==> src/rtl/flash_cmd_pkg.sv <==
package flash_cmd_pkg;
  localparam logic [10:0] UNLK_ADR_A = 11'h555;
  localparam logic [10:0] UNLK_ADR_B = 11'h2AA;
  localparam logic [7:0]  CODE_UNLK_A = 8'hAA;
  localparam logic [7:0]  CODE_UNLK_B = 8'h55;
  localparam logic [7:0]  CODE_PGM    = 8'hA0;
  localparam logic [7:0]  CODE_BYP_IN = 8'h20;
  localparam logic [7:0]  CODE_BYP_X  = 8'h90;
  localparam logic [7:0]  CODE_BYP_X2 = 8'h00;
  localparam logic [7:0]  CODE_BUF    = 8'h25;
  localparam logic [7:0]  CODE_CONF   = 8'h29;

  typedef enum logic [2:0] {
    ST_IDLE, ST_UNL1, ST_UNL2, ST_PGM, ST_BCNT, ST_BLOAD, ST_BCONF, ST_XEXIT
  } seq_st_t;

  function automatic logic adr_is(input logic [10:0] lo, input logic [10:0] ref_a);
    return lo == ref_a;
  endfunction
endpackage

==> src/rtl/fcd_wr_detect.sv <==
module fcd_wr_detect (
  input  logic clk,
  input  logic rst_n,
  input  logic ce_n,
  input  logic oe_n,
  input  logic we_n,
  output logic wr_evt
);
  logic cond, cond_q;
  assign cond = !ce_n && !we_n && oe_n;

  always_ff @(posedge clk or negedge rst_n)
    if (!rst_n) cond_q <= 1'b0;
    else        cond_q <= cond;

  assign wr_evt = cond && !cond_q;


  wr_once_chk: assert property (@(posedge clk) disable iff (!rst_n)
    wr_evt |=> !wr_evt);
endmodule

==> src/rtl/fcd_prot_gate.sv <==
module fcd_prot_gate #(
  parameter int GROUPS = 8,
  localparam int GRP_W = $clog2(GROUPS)
) (
  input  logic [GRP_W-1:0]  grp,
  input  logic [GROUPS-1:0] prot_map,
  input  logic              accel,
  output logic              blocked
);
  assign blocked = prot_map[grp] && !accel;
endmodule

==> src/rtl/fcd_seq.sv <==
module fcd_seq
  import flash_cmd_pkg::*;
#(
  parameter int ADDR_W    = 16,
  parameter int DATA_W    = 16,
  parameter int BUF_WORDS = 16,
  localparam int IDX_W    = $clog2(BUF_WORDS)
) (
  input  logic              clk,
  input  logic              rst_n,
  input  logic              wr_evt,
  input  logic [ADDR_W-1:0] addr,
  input  logic [DATA_W-1:0] data,
  input  logic              accel,
  input  logic              blocked,
  output logic              pgm_req,
  output logic [ADDR_W-1:0] pgm_addr,
  output logic [DATA_W-1:0] pgm_data,
  output logic              buf_wr,
  output logic [IDX_W-1:0]  buf_idx,
  output logic [ADDR_W-1:0] buf_addr,
  output logic [DATA_W-1:0] buf_data,
  output logic              buf_commit,
  output logic              buf_abort,
  output logic              read_array,
  output logic              bypass
);
  seq_st_t st;
  logic byp_q, accel_q;
  logic [IDX_W-1:0] idx, cnt_last;
  logic [7:0]  cmd;
  logic [10:0] alo;
  logic accel_chg, eff_byp, cnt_over, in_buf;

  assign cmd       = data[7:0];
  assign alo       = addr[10:0];
  assign accel_chg = accel ^ accel_q;
  assign eff_byp   = byp_q || accel;
  assign cnt_over  = data > DATA_W'(BUF_WORDS - 1);
  assign in_buf    = (st == ST_BCNT) || (st == ST_BLOAD) || (st == ST_BCONF);

  always_ff @(posedge clk or negedge rst_n) begin
    if (!rst_n) begin
      st <= ST_IDLE; byp_q <= 1'b0; accel_q <= 1'b0;
      idx <= '0; cnt_last <= '0;
      pgm_req <= 1'b0; pgm_addr <= '0; pgm_data <= '0;
      buf_wr <= 1'b0; buf_idx <= '0; buf_addr <= '0; buf_data <= '0;
      buf_commit <= 1'b0; buf_abort <= 1'b0;
    end else begin
      accel_q <= accel;
      pgm_req <= 1'b0; buf_wr <= 1'b0; buf_commit <= 1'b0; buf_abort <= 1'b0;
      if (accel_chg) begin
        st <= ST_IDLE;
        if (!accel) byp_q <= 1'b0;
        if (in_buf) buf_abort <= 1'b1;
      end else if (wr_evt) begin
        unique case (st)
          ST_IDLE:
            if (eff_byp) begin
              if (cmd == CODE_PGM)                    st <= ST_PGM;
              else if (cmd == CODE_BUF && !blocked)   st <= ST_BCNT;
              else if (cmd == CODE_BYP_X)             st <= ST_XEXIT;
            end else if (adr_is(alo, UNLK_ADR_A) && cmd == CODE_UNLK_A) begin
              st <= ST_UNL1;
            end
          ST_UNL1:
            st <= (adr_is(alo, UNLK_ADR_B) && cmd == CODE_UNLK_B) ? ST_UNL2 : ST_IDLE;
          ST_UNL2: begin
            st <= ST_IDLE;
            if (adr_is(alo, UNLK_ADR_A) && cmd == CODE_PGM)         st <= ST_PGM;
            else if (adr_is(alo, UNLK_ADR_A) && cmd == CODE_BYP_IN) byp_q <= 1'b1;
            else if (cmd == CODE_BUF && !blocked)                   st <= ST_BCNT;
          end
          ST_PGM: begin
            st <= ST_IDLE;
            if (!blocked) begin
              pgm_req <= 1'b1; pgm_addr <= addr; pgm_data <= data;
            end
          end
          ST_BCNT:
            if (cnt_over) begin
              buf_abort <= 1'b1; st <= ST_IDLE;
            end else begin
              cnt_last <= data[IDX_W-1:0]; idx <= '0; st <= ST_BLOAD;
            end
          ST_BLOAD: begin
            buf_wr <= 1'b1; buf_idx <= idx; buf_addr <= addr; buf_data <= data;
            idx <= idx + 1'b1;
            if (idx == cnt_last) st <= ST_BCONF;
          end
          ST_BCONF: begin
            st <= ST_IDLE;
            if (cmd == CODE_CONF) buf_commit <= 1'b1;
            else                  buf_abort  <= 1'b1;
          end
          ST_XEXIT: begin
            st <= ST_IDLE;
            if (cmd == CODE_BYP_X2) byp_q <= 1'b0;
          end
          default: st <= ST_IDLE;
        endcase
      end
    end
  end

  assign read_array = (st == ST_IDLE) && !eff_byp;
  assign bypass     = eff_byp;


  pgm_pulse_chk: assert property (@(posedge clk) disable iff (!rst_n)
    pgm_req |=> !pgm_req);

  strobe_excl_chk: assert property (@(posedge clk) disable iff (!rst_n)
    $onehot0({pgm_req, buf_wr, buf_commit, buf_abort}));

  pgm_origin_chk: assert property (@(posedge clk) disable iff (!rst_n)
    pgm_req |-> $past(st) == ST_PGM);

  pgm_prot_chk: assert property (@(posedge clk) disable iff (!rst_n)
    pgm_req |-> !$past(blocked));

  abort_idle_chk: assert property (@(posedge clk) disable iff (!rst_n)
    buf_abort |-> st == ST_IDLE);
endmodule

==> src/rtl/flash_cmd_decoder.sv <==
module flash_cmd_decoder #(
  parameter int ADDR_W    = 16,
  parameter int DATA_W    = 16,
  parameter int GROUPS    = 8,
  parameter int BUF_WORDS = 16,
  localparam int GRP_W    = $clog2(GROUPS),
  localparam int IDX_W    = $clog2(BUF_WORDS)
) (
  input  logic              clk,
  input  logic              rst_n,
  input  logic              ce_n,
  input  logic              oe_n,
  input  logic              we_n,
  input  logic [ADDR_W-1:0] addr,
  input  logic [DATA_W-1:0] wdata,
  input  logic              accel,
  input  logic [GROUPS-1:0] prot_map,
  output logic              pgm_req,
  output logic [ADDR_W-1:0] pgm_addr,
  output logic [DATA_W-1:0] pgm_data,
  output logic              buf_wr,
  output logic [IDX_W-1:0]  buf_idx,
  output logic [ADDR_W-1:0] buf_addr,
  output logic [DATA_W-1:0] buf_data,
  output logic              buf_commit,
  output logic              buf_abort,
  output logic              read_array,
  output logic              bypass
);
  logic wr_evt, blocked;

  fcd_wr_detect u_wr (
    .clk(clk), .rst_n(rst_n), .ce_n(ce_n), .oe_n(oe_n), .we_n(we_n), .wr_evt(wr_evt)
  );

  fcd_prot_gate #(.GROUPS(GROUPS)) u_prot (
    .grp(addr[ADDR_W-1 -: GRP_W]), .prot_map(prot_map), .accel(accel), .blocked(blocked)
  );

  fcd_seq #(.ADDR_W(ADDR_W), .DATA_W(DATA_W), .BUF_WORDS(BUF_WORDS)) u_seq (
    .clk(clk), .rst_n(rst_n), .wr_evt(wr_evt), .addr(addr), .data(wdata),
    .accel(accel), .blocked(blocked),
    .pgm_req(pgm_req), .pgm_addr(pgm_addr), .pgm_data(pgm_data),
    .buf_wr(buf_wr), .buf_idx(buf_idx), .buf_addr(buf_addr), .buf_data(buf_data),
    .buf_commit(buf_commit), .buf_abort(buf_abort),
    .read_array(read_array), .bypass(bypass)
  );
endmodule

==> config.mk <==
export PLATFORM = sky130hd
export DESIGN_NAME = flash_cmd_decoder
export DESIGN_NICKNAME = d
export VERILOG_FILES = /design/src/rtl/flash_cmd_pkg.sv /design/src/rtl/fcd_wr_detect.sv /design/src/rtl/fcd_prot_gate.sv /design/src/rtl/fcd_seq.sv /design/src/rtl/flash_cmd_decoder.sv
export SDC_FILE = /design/constraint.sdc
export NUM_CORES = 1
export LEC_CHECK = 0
export BUFFER_PORTS_ARGS = -buffer_cell sky130_fd_sc_hd__buf_2
export CAP_MARGIN = 0
export CORE_MARGIN = 10
export CORE_UTILIZATION = 40
export CTS_CLUSTER_SIZE = 10
export DETAILED_ROUTE_END_ITERATION = 7
export MAX_ROUTING_LAYER = met4
export PLACE_DENSITY_LB_ADDON = 0.05
export RECOVER_POWER = 100
export SYNTH_ARGS = -nofsm -noshare
export SYNTH_HDL_FRONTEND = slang
export SYNTH_SLANG_ARGS = --single-unit
==> constraint.sdc <==
create_clock -name clk -period 2.1 [get_ports clk]
set_input_delay 0.21 -clock clk [delete_from_list [all_inputs] [get_ports clk]]
set_output_delay 0.21 -clock clk [all_outputs]
set_load 0.01 [all_outputs]
Yosys cells after proc, flatten, opt, wreduce, memory -nomap -nowiden
Cells that the tools add are included.
{"block": "classes", "n_addsub": 1, "n_reduce_logical": 31, "mux": 42, "order_cmp": 2, "eq_ne": 25, "bitwise_logic": 4}
{"cell": "$mux W3", "count": 12}
{"cell": "$eq A8 B6 Y1 const B", "count": 3}
{"cell": "$eq A8 B8 Y1 const B", "count": 3}
{"cell": "$mux W1", "count": 23}
{"cell": "$pmux W3 S6", "count": 1}
{"cell": "$gt A16 B4 Y1 const B", "count": 1}
{"cell": "$reduce_and A4 Y1", "count": 4}
{"cell": "$eq A3 B3 Y1 const B", "count": 4}
{"cell": "$eq A11 B10 Y1 const B", "count": 1}
{"cell": "$eq A11 B11 Y1 const B", "count": 1}
{"cell": "$logic_and A1 B1 Y1", "count": 10}
{"cell": "$eq A8 B7 Y1 const B", "count": 1}
{"cell": "$logic_not A8 Y1", "count": 1}
{"cell": "$pmux W4 S2", "count": 1}
{"cell": "$eq A3 B2 Y1 const B", "count": 2}
{"cell": "$logic_not A1 Y1", "count": 6}
{"cell": "$ne A3 B1 Y1 const B", "count": 2}
{"cell": "$ne A3 B2 Y1 const B", "count": 2}
{"cell": "$ne A6 B5 Y1 const B", "count": 1}
{"cell": "$reduce_and A6 Y1", "count": 1}
{"cell": "$add A4 B1 Y4 const B", "count": 1}
{"cell": "$eq A4 B4 Y1", "count": 1}
{"cell": "$lt A3 B4 Y1 const B", "count": 1}
{"cell": "$mux W4", "count": 1}
{"cell": "14 further kinds", "count": 21}
{"block": "totals", "in_bits": 46, "output_inout_bits": 74, "word_cells": 120, "register_bits": 86}

Logic depth before layout (Yosys ltp)
{"block": "depth", "word_depth": 11, "mapped_depth": 9, "depth_no_buf": 7}

By module
A second synthesis with hierarchy kept.
{"block": "unflattened", "hier_cells": 369, "area_unflattened_um2": 3833.7}
{"mod": "fcd_seq", "n_inst": 1, "seq_area_each_um2": 2127.0, "area_each_um2": 3712.3, "cells_per_inst": 358}
{"mod": "fcd_prot_gate", "n_inst": 1, "seq_area_each_um2": 0.0, "area_each_um2": 73.8, "cells_per_inst": 8}
{"mod": "fcd_wr_detect", "n_inst": 1, "seq_area_each_um2": 25.0, "area_each_um2": 47.5, "cells_per_inst": 3}

Worst setup path before layout
No wires, ideal clock.
{"block": "synth_timing", "kind": "reg-to-reg", "from": "register u_wr.cond_q", "to": "register u_seq.cnt_last[1]", "t_arrival_ns": 1.863, "setup_ns": 0.125, "slack_ns": 0.112, "path_stages_with_launch": 7, "path_cell_list": "dfrtp_1 -> or4b_1 -> buf_2 -> nor2_4 -> nand2_1 -> nor4_4 -> mux2_2"}
{"block": "synth_via", "elab_chain_len": 3}
{"item": "start: declaration", "line_no": "fcd_wr_detect.sv:9", "source": "logic cond, cond_q;"}
{"item": "start signal: assignment", "line_no": "fcd_wr_detect.sv:14", "source": "else cond_q <= cond;"}
{"item": "$logic_not A1 Y1", "line_no": "fcd_wr_detect.sv:16", "source": "assign wr_evt = cond && !cond_q;"}
{"item": "$logic_and A1 B1 Y1", "line_no": "fcd_wr_detect.sv:16"}
{"item": "$reduce_and A4 Y1 (no line)"}
{"item": "end signal: assignment", "line_no": "fcd_seq.sv:45", "source": "idx <= '0; cnt_last <= '0;"}
{"item": "end signal: assignment", "line_no": "fcd_seq.sv:84", "source": "cnt_last <= data[IDX_W-1:0]; idx <= '0; st <= ST_BLOAD;"}
{"item": "end: declaration", "line_no": "fcd_seq.sv:30", "source": "logic [IDX_W-1:0] idx, cnt_last;"}
Every way passes these cells.
A chain may end at the register's enable or synchronous reset.

Worst setup path in the final report
Ends and elaborated chain as after synthesis.

==> flow_metrics.env <==
export IMPL_netlist_area_leader_share_pct=56.0
export IMPL_seqPwrFrac_pct=53.5
export IMPL_cts_tree="yes"
export IMPL_place_ws_ns=0.0714
export IMPL_syn_area_um2=3840
export IMPL_finalNetCount=550
export IMPL_synth_main_ff_cell="dfrtp_1"
export IMPL_relSlewSlack_pct=35.7
export IMPL_hpwl_um=8070
export IMPL_p_sw_share_pct=24.7
export IMPL_yosys_warnings=0
export IMPL_critPathMaxStageDelay_ns=0.55
export IMPL_die_height_um=118
export IMPL_synth_edf_count=0
export IMPL_setup_ws_ns=0.0971
export IMPL_outcome="finished, final reports clean"
export IMPL_p_leak_uw=0.00249
export IMPL_tightest_slew_ns=0.965
export IMPL_yosysTopAreaCell="dfrtp_1"
export IMPL_max_cap_violations=0
export IMPL_ys_ff_latch=86
export IMPL_synth_area_leaders="dfrtp_1 56%, nand2_1 12%, mux2_2 8.8%, mux2_1 1.5%, nor2_1 1.2%"
export IMPL_route_detailed_drc=0
export IMPL_grt_max_degree=38
export IMPL_clock_latency_ns=0.36
export IMPL_syn_inst=364
export IMPL_finalSetupViolCount=0
export IMPL_hold_class="in -> reg"
export IMPL_skew_ns=0.0116
export IMPL_yosys_top_cells_count="119 x nand2_1, 86 x dfrtp_1, 30 x mux2_2, 12 x nor2_1, 9 x inv_1"
export IMPL_drive_above_1_share_pct=24.6
export IMPL_fin_hold_ws_ns=0.00998
export IMPL_rrSetupSlack_ns=0.1
export IMPL_path_buf_inv=1
export IMPL_p_per_area_nw_per_um2=642
export IMPL_endpoint_kind="register"
export IMPL_ant_nets=0
export IMPL_drtIter0Drc=195
export IMPL_vias=3127
export IMPL_crit_type="reg -> reg"
export IMPL_p_sw_uw=769
export IMPL_hp_start="ce_n"
export IMPL_start_kind="register"
export IMPL_syn_to_final_growth_pct=26.4
export IMPL_grt_pass1_vias=3269
export IMPL_worstPathRequired_ns=2.35
export IMPL_pwr_share_clk_pct=38.9
export IMPL_reg2reg_from="u_wr.cond_q"
export IMPL_portBuffers=119
export IMPL_startpoint="u_wr.cond_q"
export IMPL_drt_pass1_iter_count=4
export IMPL_arrival_ns=2.25
export IMPL_yosysMostFrequentCell="nand2_1"
export IMPL_row_count=35
export IMPL_intPower_uw=2350
export IMPL_cts_sinks=86
export IMPL_gp_congestion=0.877
export IMPL_die_w_um=118
export IMPL_n_antenna_cell=0
export IMPL_combPwrFrac_pct=7.6
export IMPL_track_usage_pct=15.5
export IMPL_clkTransAtPathRegs_ns=0.08
export IMPL_start_util_pct=41.4
export IMPL_crit_family="simple AND/OR/NAND/NOR gates"
export IMPL_async_flop_share_pct=100
export IMPL_slowest_stage="or4b_1"
export IMPL_min_period_ns=2.00
export IMPL_cts_root_buf="clkbuf_8"
export IMPL_vias_per_cell=4.91
export IMPL_wire_per_inst_um=16.5
export IMPL_core_area_um2=9280
export IMPL_post_cts_buffers=0
export IMPL_syn_avg_cell_area_um2=10.6
export IMPL_ir_drop_mv=0.336
export IMPL_p_total_uw=3120
export IMPL_final_util_pct=52.3
export IMPL_r2r_end="u_seq.cnt_last[1]"
export IMPL_h_tree_depth=3
export IMPL_fp_dieArea_um2=13900
export IMPL_antenna_found_initial=0
export IMPL_fmax_mhz=499
export IMPL_ys_types=55
export IMPL_final_hold_viol_count=0
export IMPL_drv_slew=0
export IMPL_path_cells="or4b_1 -> nor2_4 -> nand2_1 -> nor4_4 -> buf_4 -> mux2_2"
export IMPL_drt_total_wl_um=10500
export IMPL_rr_worst_depth=6
export IMPL_rsz0062_at_grt="yes"
export IMPL_ys_seq_area_share_pct=56.0
export IMPL_grt_ovfl_total=0
export IMPL_hold_depth=2
export IMPL_cp_max_fo=8
export IMPL_io_pins=120
export IMPL_clock_path_buffers=2
export IMPL_cts_buffers_inserted=9
export IMPL_min_to="u_wr.cond_q"
export IMPL_grt_pass1_wl_um=17200
export IMPL_fin_crit_sh_pct=95.4
export IMPL_synth_nets=411
[how the worst max path moves through the flow]
| stage | end | slack [ns] | cells past startpoint |
|---|---|---|---|
| 6_report | u_seq.cnt_last[1] | 0.1 | 6 |
| 5_1_grt | u_seq.idx[3] | -0.007 | 7 |
| 4_1_cts | u_seq.cnt_last[1] | 0.09 | 6 |
| 3_5_place_dp | u_seq.cnt_last[3] | 0.07 | 7 |
| 3_3_place_gp | u_seq.st[2] | 0.09 | 7 |
| 2_1_floorplan | u_seq.cnt_last[1] | 0.11 | 6 |
[registers in the layout (all words and copies together) (netlist names)]
| signal | flops |
|---|---|
| u_seq.buf_data | 16 |
| u_wr.cond_q | 1 |
| u_seq.buf_idx | 4 |
| u_seq.st | 3 |
| u_seq.pgm_req | 1 |
| u_seq.buf_addr | 16 |
| u_seq.buf_abort | 1 |
| u_seq.pgm_data | 16 |
| u_seq.buf_commit | 1 |
| u_seq.accel_q | 1 |
| u_seq.pgm_addr | 16 |
| u_seq.cnt_last | 4 |
| u_seq.buf_wr | 1 |
| u_seq.byp_q | 1 |
| u_seq.idx | 4 |
[cell usage in the layout, fill, tap and decap left out, drive strengths merged, types with 3 or more instances in the layout]
cell and count:
nand2 119, dfrtp 86, clkbuf 86, buf 67
mux2 35, nor2 13, inv 12, o21ai 7
nand3 6, nor4 6, nor3 5, xnor2 5
a21oi 4, xor2 4, nand4 4, nand4b 3
and3 3
[cells by family (layout without fill, tap and decap cells)]
family | count (synthesis) | count (layout) | synth area share, %
AND/OR/NAND/NOR | 174 | 174 | 21.2
XOR/XNOR | 9 | 9 | 2.05
buffers and inverters | 27 | 171 | 3.49
multiplexers | 38 | 38 | 11.4
AO/OA/AOI/OAI | 28 | 28 | 5.24
adder cells (fa/ha/maj) | 2 | 2 | 0.586
flip-flops | 86 | 86 | 56.0
[power groups by stage]
stage	Sequential (uW)	Combinational (uW)	Clock, uW
final	1670	236	1210
after global routing	1670	263	1320
after CTS	1670	243	1240
after detailed placement	1700	240	0
after global placement	1700	240	0
after floorplan	1700	82.9	0
[timing repair]
action	CTS	global route
endpoints found under the setup margin	0	1
gates resized for setup	0	0
hold buffers	2	0
endpoints found under the hold margin	36	0
[per-stage QoR]
step / std cells / TNS [ns] / instance area [um^2]
6_report: 637 / 0 / 4850
5_1_grt: 637 / -0.00724 / 4850
4_1_cts: 637 / 0 / 4960
3_5_place_dp: 619 / 0 / 4740
3_3_place_gp: 619 / 0 / 4740
2_1_floorplan: 364 / 0 / 3840
[routing by layer]
| metal | routed length, um | global-route usage, % | vias to the layer above |
|---|---|---|---|
| met5 | 0 | - | - |
| met3 | 508 | 3.84 | 12 |
| met2 | 4530 | 22.7 | 104 |
| li1 | - | - | 1516 |
| met4 | 127 | 4.56 | 0 |
| met1 | 5340 | 20.7 | 1495 |
[area by class of cell]
class	instances	area, um^2
timing repair buffer	145	739
clock buffer	10	138
fill	922	4430
clock inverter	6	68.8
inverter	10	37.5
tap	129	161
sequential	86	2150
multi-input combinational	251	1560
(Power assumes the default switching activity.)
